## src/rtl/xbus_pkg.sv

```systemverilog
package xbus_pkg;
    localparam int ADDR_W = 24;
    localparam int WORD_W = ADDR_W - 1;
    localparam int LANE_W = 8;
    localparam int DATA_W = 2 * LANE_W;
    localparam int CNT_W  = 3;

    localparam logic [CNT_W-1:0] ADDR_CLKS  = 3'd2;
    localparam logic [CNT_W-1:0] DATA_FAST  = 3'd2;
    localparam logic [CNT_W-1:0] DATA_HALF  = 3'd4;
    localparam logic [CNT_W-1:0] DATA_SLOW  = 3'd6;

    typedef enum logic [1:0] {
        ST_IDLE = 2'd0,
        ST_ADDR = 2'd1,
        ST_DATA = 2'd2
    } bus_st_e;
endpackage

```

## src/rtl/xbus_cfg.sv

```systemverilog
module xbus_cfg (
    input  logic       clk,
    input  logic       rst_n,
    input  logic       cfg_we,
    input  logic       cfg_sel,
    input  logic [1:0] cfg_wdata,
    output logic       nowait,
    output logic       suppress,
    output logic       wsel
);
    always_ff @(posedge clk or negedge rst_n) begin
        if (!rst_n) begin
            nowait   <= 1'b0;
            suppress <= 1'b0;
            wsel     <= 1'b0;
        end else if (cfg_we) begin
            if (!cfg_sel) begin
                nowait   <= cfg_wdata[0];
                suppress <= cfg_wdata[1];
            end else begin
                wsel     <= cfg_wdata[0];
            end
        end
    end
endmodule

```

## src/rtl/xbus_seq.sv

```systemverilog
module xbus_seq
    import xbus_pkg::*;
#(
    parameter logic [ADDR_W-1:0] INT_LO = 24'h000000,
    parameter logic [ADDR_W-1:0] INT_HI = 24'h00087F
) (
    input  logic              clk,
    input  logic              rst_n,
    input  logic              req_valid,
    input  logic [WORD_W-1:0] req_word,
    input  logic [1:0]        req_be,
    input  logic              req_write,
    input  logic [DATA_W-1:0] req_wdata,
    input  logic              byte_mode,
    input  logic              nowait,
    input  logic              wsel,
    output bus_st_e           st,
    output logic              busy,
    output logic [WORD_W-1:0] word_q,
    output logic [1:0]        be_q,
    output logic              wr_q,
    output logic [DATA_W-1:0] wd_q,
    output logic              int_q,
    output logic              mode8_q,
    output logic              beat1_q,
    output logic              done,
    output logic              cap_lo
);
    bus_st_e           st_q, st_d;
    logic [CNT_W-1:0]  cnt_q, cnt_d, len_q, len_sel;
    logic              two_q, accept, last, more, hit_int;
    logic [ADDR_W-1:0] req_byte;

    assign req_byte = {req_word, 1'b0};
    assign hit_int  = (req_byte - INT_LO) <= (INT_HI - INT_LO);
    assign accept   = (st_q == ST_IDLE) && req_valid;
    assign last     = (st_q == ST_DATA) && (cnt_q == len_q - 3'd1);
    assign more     = two_q && !beat1_q;

    always_comb begin
        if (hit_int || nowait) len_sel = DATA_FAST;
        else if (wsel)         len_sel = DATA_HALF;
        else                   len_sel = DATA_SLOW;
    end

    // next-state logic
    always_comb begin
        st_d  = st_q;
        cnt_d = cnt_q;
        unique case (st_q)
            ST_IDLE: if (req_valid) begin
                st_d  = ST_ADDR;
                cnt_d = '0;
            end
            ST_ADDR: if (cnt_q == ADDR_CLKS - 3'd1) begin
                st_d  = ST_DATA;
                cnt_d = '0;
            end else cnt_d = cnt_q + 3'd1;
            ST_DATA: if (last) begin
                st_d  = more ? ST_ADDR : ST_IDLE;
                cnt_d = '0;
            end else cnt_d = cnt_q + 3'd1;
            default: st_d = ST_IDLE;
        endcase
    end

    // state and request registers
    always_ff @(posedge clk or negedge rst_n) begin
        if (!rst_n) begin
            st_q    <= ST_IDLE;
            cnt_q   <= '0;
            len_q   <= DATA_FAST;
            word_q  <= '0;
            be_q    <= '0;
            wr_q    <= 1'b0;
            wd_q    <= '0;
            int_q   <= 1'b0;
            mode8_q <= 1'b0;
            two_q   <= 1'b0;
            beat1_q <= 1'b0;
        end else begin
            st_q  <= st_d;
            cnt_q <= cnt_d;
            if (accept) begin
                word_q  <= req_word;
                be_q    <= req_be;
                wr_q    <= req_write;
                wd_q    <= req_wdata;
                int_q   <= hit_int;
                mode8_q <= byte_mode;
                len_q   <= len_sel;
                two_q   <= byte_mode && (req_be == 2'b11);
                beat1_q <= 1'b0;
            end else if (last && more) begin
                beat1_q <= 1'b1;
            end
        end
    end

    // outputs
    always_comb begin
        st     = st_q;
        busy   = (st_q != ST_IDLE);
        done   = last && !more;
        cap_lo = last && more;
    end

    a_r12_done_pulse: assert property (@(posedge clk) disable iff (!rst_n)
        done |=> !done);
    a_r2_busy_after_accept: assert property (@(posedge clk) disable iff (!rst_n)
        (!busy && req_valid) |=> busy);
    a_r3_count_below_length: assert property (@(posedge clk) disable iff (!rst_n)
        (st_q == ST_DATA) |-> (cnt_q < len_q));
    a_r9_done_after_second_beat: assert property (@(posedge clk) disable iff (!rst_n)
        (done && two_q) |-> beat1_q);
    a_r4_internal_fast: assert property (@(posedge clk) disable iff (!rst_n)
        (st_q == ST_DATA && int_q) |-> (len_q == DATA_FAST));
endmodule

```

## src/rtl/xbus_lanes.sv

```systemverilog
module xbus_lanes
    import xbus_pkg::*;
(
    input  logic              clk,
    input  logic              rst_n,
    input  bus_st_e           st,
    input  logic [WORD_W-1:0] word_q,
    input  logic [1:0]        be_q,
    input  logic              wr_q,
    input  logic [DATA_W-1:0] wd_q,
    input  logic              int_q,
    input  logic              mode8_q,
    input  logic              beat1_q,
    input  logic              suppress,
    input  logic              done,
    input  logic              cap_lo,
    input  logic [LANE_W-1:0] pad_mid_i,
    input  logic [LANE_W-1:0] pad_hi_i,
    output logic [LANE_W-1:0] pad_a_lo,
    output logic [LANE_W-1:0] pad_mid_o,
    output logic              pad_mid_oe,
    output logic [LANE_W-1:0] pad_hi_o,
    output logic              pad_hi_oe,
    output logic              e_n,
    output logic              ale,
    output logic              rd_wr_n,
    output logic              bhe_n,
    output logic [DATA_W-1:0] rsp_rdata
);
    logic              a0, drive_data;
    logic [ADDR_W-1:0] addr;
    logic [LANE_W-1:0] held_q, beat_byte;
    logic [DATA_W-1:0] merged;

    assign a0         = (mode8_q && beat1_q) || (be_q == 2'b10);
    assign addr       = {word_q, a0};
    assign drive_data = wr_q && !int_q;
    assign beat_byte  = a0 ? wd_q[DATA_W-1:LANE_W] : wd_q[LANE_W-1:0];

    always_comb begin
        pad_a_lo   = '0;
        pad_mid_o  = '0;
        pad_hi_o   = '0;
        pad_mid_oe = 1'b0;
        pad_hi_oe  = 1'b0;
        e_n        = 1'b1;
        ale        = 1'b0;
        rd_wr_n    = 1'b1;
        bhe_n      = 1'b1;
        unique case (st)
            ST_IDLE: ;
            ST_ADDR: begin
                pad_a_lo   = addr[7:0];
                pad_mid_o  = addr[15:8];
                pad_hi_o   = addr[23:16];
                pad_mid_oe = 1'b1;
                pad_hi_oe  = 1'b1;
                ale        = 1'b1;
                rd_wr_n    = !wr_q;
                bhe_n      = mode8_q ? !a0 : !be_q[1];
            end
            ST_DATA: begin
                pad_a_lo = addr[7:0];
                if (mode8_q) begin
                    pad_mid_o  = addr[15:8];
                    pad_mid_oe = 1'b1;
                    pad_hi_o   = drive_data ? beat_byte : '0;
                end else begin
                    pad_mid_o  = drive_data ? wd_q[DATA_W-1:LANE_W] : '0;
                    pad_mid_oe = drive_data;
                    pad_hi_o   = drive_data ? wd_q[LANE_W-1:0] : '0;
                end
                pad_hi_oe = drive_data;
                e_n       = int_q && suppress;
                rd_wr_n   = !wr_q;
                bhe_n     = mode8_q ? !a0 : !be_q[1];
            end
            default: ;
        endcase
    end

    // even byte of a two-beat access, taken as E rises on the first beat
    always_ff @(posedge clk or negedge rst_n) begin
        if (!rst_n)      held_q <= '0;
        else if (cap_lo) held_q <= int_q ? '0 : pad_hi_i;
    end

    always_comb begin
        if (int_q) merged = '0;
        else if (mode8_q) begin
            unique case (be_q)
                2'b11:   merged = {pad_hi_i, held_q};
                2'b10:   merged = {pad_hi_i, {LANE_W{1'b0}}};
                2'b01:   merged = {{LANE_W{1'b0}}, pad_hi_i};
                default: merged = '0;
            endcase
        end else begin
            merged = {be_q[1] ? pad_mid_i : {LANE_W{1'b0}},
                      be_q[0] ? pad_hi_i  : {LANE_W{1'b0}}};
        end
        rsp_rdata = done ? merged : '0;
    end

    a_r6_ale_e_exclusive: assert property (@(posedge clk) disable iff (!rst_n)
        !(ale && !e_n));
    a_r4_internal_lanes_quiet: assert property (@(posedge clk) disable iff (!rst_n)
        (st == ST_DATA && int_q) |-> (!pad_hi_oe && (mode8_q || !pad_mid_oe)));
    a_r9_mid_holds_address: assert property (@(posedge clk) disable iff (!rst_n)
        (st == ST_DATA && mode8_q) |-> (pad_mid_oe && pad_mid_o == word_q[14:7]));
    a_r12_rdata_quiet: assert property (@(posedge clk) disable iff (!rst_n)
        !done |-> (rsp_rdata == '0));
endmodule

```

## src/rtl/xbus_ctrl.sv

```systemverilog
module xbus_ctrl
    import xbus_pkg::*;
#(
    parameter logic [ADDR_W-1:0] INT_LO = 24'h000000,
    parameter logic [ADDR_W-1:0] INT_HI = 24'h00087F
) (
    input  logic              clk,
    input  logic              rst_n,
    input  logic              byte_mode,
    input  logic              cfg_we,
    input  logic              cfg_sel,
    input  logic [1:0]        cfg_wdata,
    input  logic              req_valid,
    input  logic [WORD_W-1:0] req_word,
    input  logic [1:0]        req_be,
    input  logic              req_write,
    input  logic [DATA_W-1:0] req_wdata,
    output logic              busy,
    output logic              rsp_done,
    output logic [DATA_W-1:0] rsp_rdata,
    output logic [LANE_W-1:0] pad_a_lo,
    output logic [LANE_W-1:0] pad_mid_o,
    output logic              pad_mid_oe,
    input  logic [LANE_W-1:0] pad_mid_i,
    output logic [LANE_W-1:0] pad_hi_o,
    output logic              pad_hi_oe,
    input  logic [LANE_W-1:0] pad_hi_i,
    output logic              e_n,
    output logic              ale,
    output logic              rd_wr_n,
    output logic              bhe_n
);
    logic              nowait, suppress, wsel;
    bus_st_e           st;
    logic [WORD_W-1:0] word_q;
    logic [1:0]        be_q;
    logic              wr_q, int_q, mode8_q, beat1_q, cap_lo;
    logic [DATA_W-1:0] wd_q;

    xbus_cfg u_cfg (
        .clk(clk), .rst_n(rst_n), .cfg_we(cfg_we), .cfg_sel(cfg_sel),
        .cfg_wdata(cfg_wdata), .nowait(nowait), .suppress(suppress), .wsel(wsel)
    );

    xbus_seq #(.INT_LO(INT_LO), .INT_HI(INT_HI)) u_seq (
        .clk(clk), .rst_n(rst_n), .req_valid(req_valid), .req_word(req_word),
        .req_be(req_be), .req_write(req_write), .req_wdata(req_wdata),
        .byte_mode(byte_mode), .nowait(nowait), .wsel(wsel), .st(st),
        .busy(busy), .word_q(word_q), .be_q(be_q), .wr_q(wr_q), .wd_q(wd_q),
        .int_q(int_q), .mode8_q(mode8_q), .beat1_q(beat1_q),
        .done(rsp_done), .cap_lo(cap_lo)
    );

    xbus_lanes u_lanes (
        .clk(clk), .rst_n(rst_n), .st(st), .word_q(word_q), .be_q(be_q),
        .wr_q(wr_q), .wd_q(wd_q), .int_q(int_q), .mode8_q(mode8_q),
        .beat1_q(beat1_q), .suppress(suppress), .done(rsp_done),
        .cap_lo(cap_lo), .pad_mid_i(pad_mid_i), .pad_hi_i(pad_hi_i),
        .pad_a_lo(pad_a_lo), .pad_mid_o(pad_mid_o), .pad_mid_oe(pad_mid_oe),
        .pad_hi_o(pad_hi_o), .pad_hi_oe(pad_hi_oe), .e_n(e_n), .ale(ale),
        .rd_wr_n(rd_wr_n), .bhe_n(bhe_n), .rsp_rdata(rsp_rdata)
    );

    a_r10_direction_stable: assert property (@(posedge clk) disable iff (!rst_n)
        (busy && !$rose(busy)) |-> $stable(rd_wr_n));
endmodule

```

## config.mk

```make
export PLATFORM = sky130hd
export DESIGN_NAME = xbus_ctrl
export DESIGN_NICKNAME = d
export VERILOG_FILES = /design/src/rtl/xbus_pkg.sv /design/src/rtl/xbus_cfg.sv /design/src/rtl/xbus_seq.sv /design/src/rtl/xbus_lanes.sv /design/src/rtl/xbus_ctrl.sv
export SDC_FILE = /design/constraint.sdc
export NUM_CORES = 1
export LEC_CHECK = 0
export BUFFER_PORTS_ARGS = -buffer_cell sky130_fd_sc_hd__buf_2
export CORE_ASPECT_RATIO = 2
export CORE_MARGIN = 4
export CORE_UTILIZATION = 35
export CTS_BUF_LIST = sky130_fd_sc_hd__clkbuf_2 sky130_fd_sc_hd__clkbuf_4 sky130_fd_sc_hd__clkbuf_8
export CTS_CLUSTER_DIAMETER = 40
export DETAILED_ROUTE_END_ITERATION = 8
export PLACE_DENSITY = 0.72
export SETUP_SLACK_MARGIN = 0.2
export SLEW_MARGIN = 20
export SYNTH_ARGS = -nofsm -noshare
export SYNTH_HDL_FRONTEND = slang
export SYNTH_SLANG_ARGS = --single-unit
```

## constraint.sdc

```tcl
create_clock -name clk -period 1.71 [get_ports clk]
set_input_delay 0.0855 -clock clk [delete_from_list [all_inputs] [get_ports clk]]
set_output_delay 0.0855 -clock clk [all_outputs]
set_load 0.03 [all_outputs]
```

==> metrics.txt <==
# setup viols final 51; CP max FO 8; largest cells by area after synthesis dfrtp_1, mux2_2, mux2i_1, nor2b_1, nand2_1; IO Count ~110; clock tree sinks 64; headroom to the max-slew limit a little over two thirds; Crit Reg-Reg Startpoint u_seq.cnt_q[2]$_DFFE_PN0P_; CP dominant cell by count buf_6; die area about 0.011 mm2; fin crit period 1.99 ns; WS Path Type flop to output port; Seq/Total Area, Yosys a little under half; most frequent cells in the layout buf_2, buf_6, dfrtp_1; antenna viol nets, final 0; vias per cell between 5 and 6; fin crit share 116%; Root Driver clkbuf_8; Tightest Pin Transition 0.434 ns; CTS H-tree lvls 3; number of synthesis warnings 0; drt pass-1 iters 4; Slowest cell on crit path dfrtp_1; layout cells sized above 1 64.0%; Pleak 2.94 nW; WP data required approximately 1.6 ns; Sum Neg Setup Slack -7.89 ns; commonest non-fill, non-tap cell in the layout buf_2; Area Overhead vs Synth 93.5%; final-report hold violation count 0; Rows 50; Clock Latency Late Sink 0.35 ns; first-pass GRT wire length 18.8 mm; clock tree buffer depth 2; CTS Buf Count 9; FF+latch count, synth 64; drt initial violations around 150; Max Slew Vio Count 0; cell taking the most area after synthesis dfrtp_1; Overflow after GRT 0; Syn Nets around 390; Power Density ~1700 mW/mm2; syn_area_per_cell ~11 um2; # Max-Cap Violations 0; routability congestion estimate just under 0.8; vias in the first global route about 3700; WHS Endpoint u_cfg.wsel$_DFFE_PN0P_; Min-Delay Path Depth 3; ant diodes 0; DRC violations left 0; Final Net Count 597; via count approximately 3400; Tightest Hold Check Type input pin to flop; synthesized area 0.00339 mm2; Initial Util between 30% and 40%; top cell type's share of synthesized area a little under half; CP arrival around 1.9 ns; Post-Synthesis Cells about 320; half-perimeter wire length after placement ~7.4 mm; worst path cell trace xnor2_2 > mux2i_4 > nand4_1 > buf_6 > a21oi_2 > buf_6; CTS clk-pin slew, worst paths about 0.07 ns; largest net degree at the start of global routing 65; HP Start cfg_sel; initial antenna violation count 0; global-route usage over all layers 21.2%; Die H between 100 and 150 um; DR WL/cell 19.6 um; Port Buffers roughly 110; Synth cell types 35; Peak Freq ~500 MHz; unrepaired setup endpoints after global routing yes; core area between 0.009 and 0.01 mm2; Peak supply drop 1.27 mV; failing checks setup timing; post-route cell area roughly 0.0066 mm2; Worst setup SP type flop; Clock Skews roughly 0.011 ns; CP peak stage delay about 0.41 ns; FF-to-FF path depth 7; reg2reg end u_lanes.held_q[4]$_DFFE_PN0P_; TritonCTS clock tree done; Post-DP Area approximately 0.0043 mm2; status finished, violations left; Horiz. Die Dim 77.6 um; setup ws final -0.280 ns; routed wire length 12.9 mm; final hold slack 0.0776 ns; Reg2Reg Setup Slack -0.13 ns; nature of the critical path endpoint output port
## layout make-up
class | count | area (um2)
Tap cell | 130 | 163
Clock inverter | 2 | 12.5
Clock buffer | 14 | 180
Inverter | 7 | 31.3
Sequential cell | 64 | 1610
Fill cell | 585 | 2880
Multi-Input combinational cell | 230 | 2530
Timing Repair Buffer | 213 | 2040
## how the worst max path moves through the flow
| stage | start | slack, ns | to | depth (start not counted) |
|---|---|---|---|---|
| CTS | u_seq.len_q[2]$_DFFE_PN0P_ | -0.23 | rsp_rdata[4] | 6 |
| global placement | u_seq.st[0]$_DFFE_PN0P_ | 0.03 | pad_hi_o[7] | 6 |
| detailed placement | u_seq.st[0]$_DFFE_PN0P_ | -0.03 | pad_mid_o[6] | 7 |
| global route | u_seq.cnt_q[2]$_DFFE_PN0P_ | -0.38 | rsp_rdata[6] | 6 |
| floorplan | u_seq.cnt_q[2]$_DFFE_PN0P_ | -0.18 | rsp_rdata[11] | 4 |
| finish | u_seq.cnt_q[2]$_DFFE_PN0P_ | -0.28 | rsp_rdata[4] | 6 |
## critical path: cells and delay by family, from the launching register on
family | cells | cell delay (ns)
buf+inv | 2 | 0.34
simple gates | 1 | 0.15
xor+xnor | 1 | 0.23
flops | 1 | 0.41
compound gates | 1 | 0.13
mux | 1 | 0.29
## stage by stage
| step | setup WS, ns | power, mW | instances | util, % |
|---|---|---|---|---|
| floorplan | -0.179 | 5.44 | 315 | - |
| global placement | 0.0266 | 6.46 | 559 | 46.0 |
| detailed placement | -0.0312 | 6.57 | 559 | 46.0 |
| CTS | -0.231 | 10.2 | 640 | 64.4 |
| global route | -0.379 | 11.6 | 660 | 69.5 |
| finish | -0.280 | 11.2 | 660 | 69.5 |
## timing repair
action | CTS | global route
setup endpoints to repair | 91 | 104
pin swaps | 25 | 22
buffers inserted | 14 | 18
cloned | 5 | 2
hold buffers | 46 | 0
hold endpoints to repair | 109 | 0
gates resized for setup | 232 | 56
## kinds of logic after synthesis
family	share of synthesized area, %
AO/OA/AOI/OAI	8.49
XOR/XNOR	0.258
adder cells (fa/ha/maj)	2.21
buffers and inverters	2.66
flip-flops	47.3
multiplexers	23.4
AND/OR/NAND/NOR	15.7
## per-layer routing
metal | wire [um] | up-vias | track usage, %
li1 | - | 1532 | -
met1 | 4370 | 1662 | 21.0
met2 | 7370 | 140 | 39.9
met3 | 541 | 45 | 4.17
met4 | 625 | 0 | 12.2
met5 | 0 | - | 0
## cells in the mapped netlist, drive strengths merged
cell,n
dfrtp,63
mux2,55
nand2,30
nor2b,24
mux2i,17
o21ai,16
nor2,15
a21oi,13
nand3,11
and2,9
a22oi,8
buf,8
clkbuf,7
inv,7
ha,6
nand4,3
nor4,3
o21a,3
a22o,2
a31oi,2
nand2b,2
nand3b,2
a21bo,1
a21o,1
and3,1
dfstp,1
nor3,1
o41ai,1
or2,1
or2b,1
xnor2,1
## state kept, by name (all words and copies together) (netlist names)
register,count
u_seq.word_q,23
u_seq.wd_q,16
u_lanes.held_q,8
u_seq.cnt_q,3
u_seq.be_q,2
u_seq.len_q,2
u_seq.st,2
u_cfg.nowait,1
u_cfg.suppress,1
u_cfg.wsel,1
u_seq.beat1_q,1
u_seq.int_q,1
u_seq.mode8_q,1
u_seq.two_q,1
u_seq.wr_q,1
## power breakdown
part	switching (mW)	internal [mW]	total, mW
combinational	3.20	3.87	7.07
clock	0.589	0.676	1.26
sequential	0.669	2.15	2.82
total	4.45	6.70	11.1
Power figures use the tool's default switching activity.
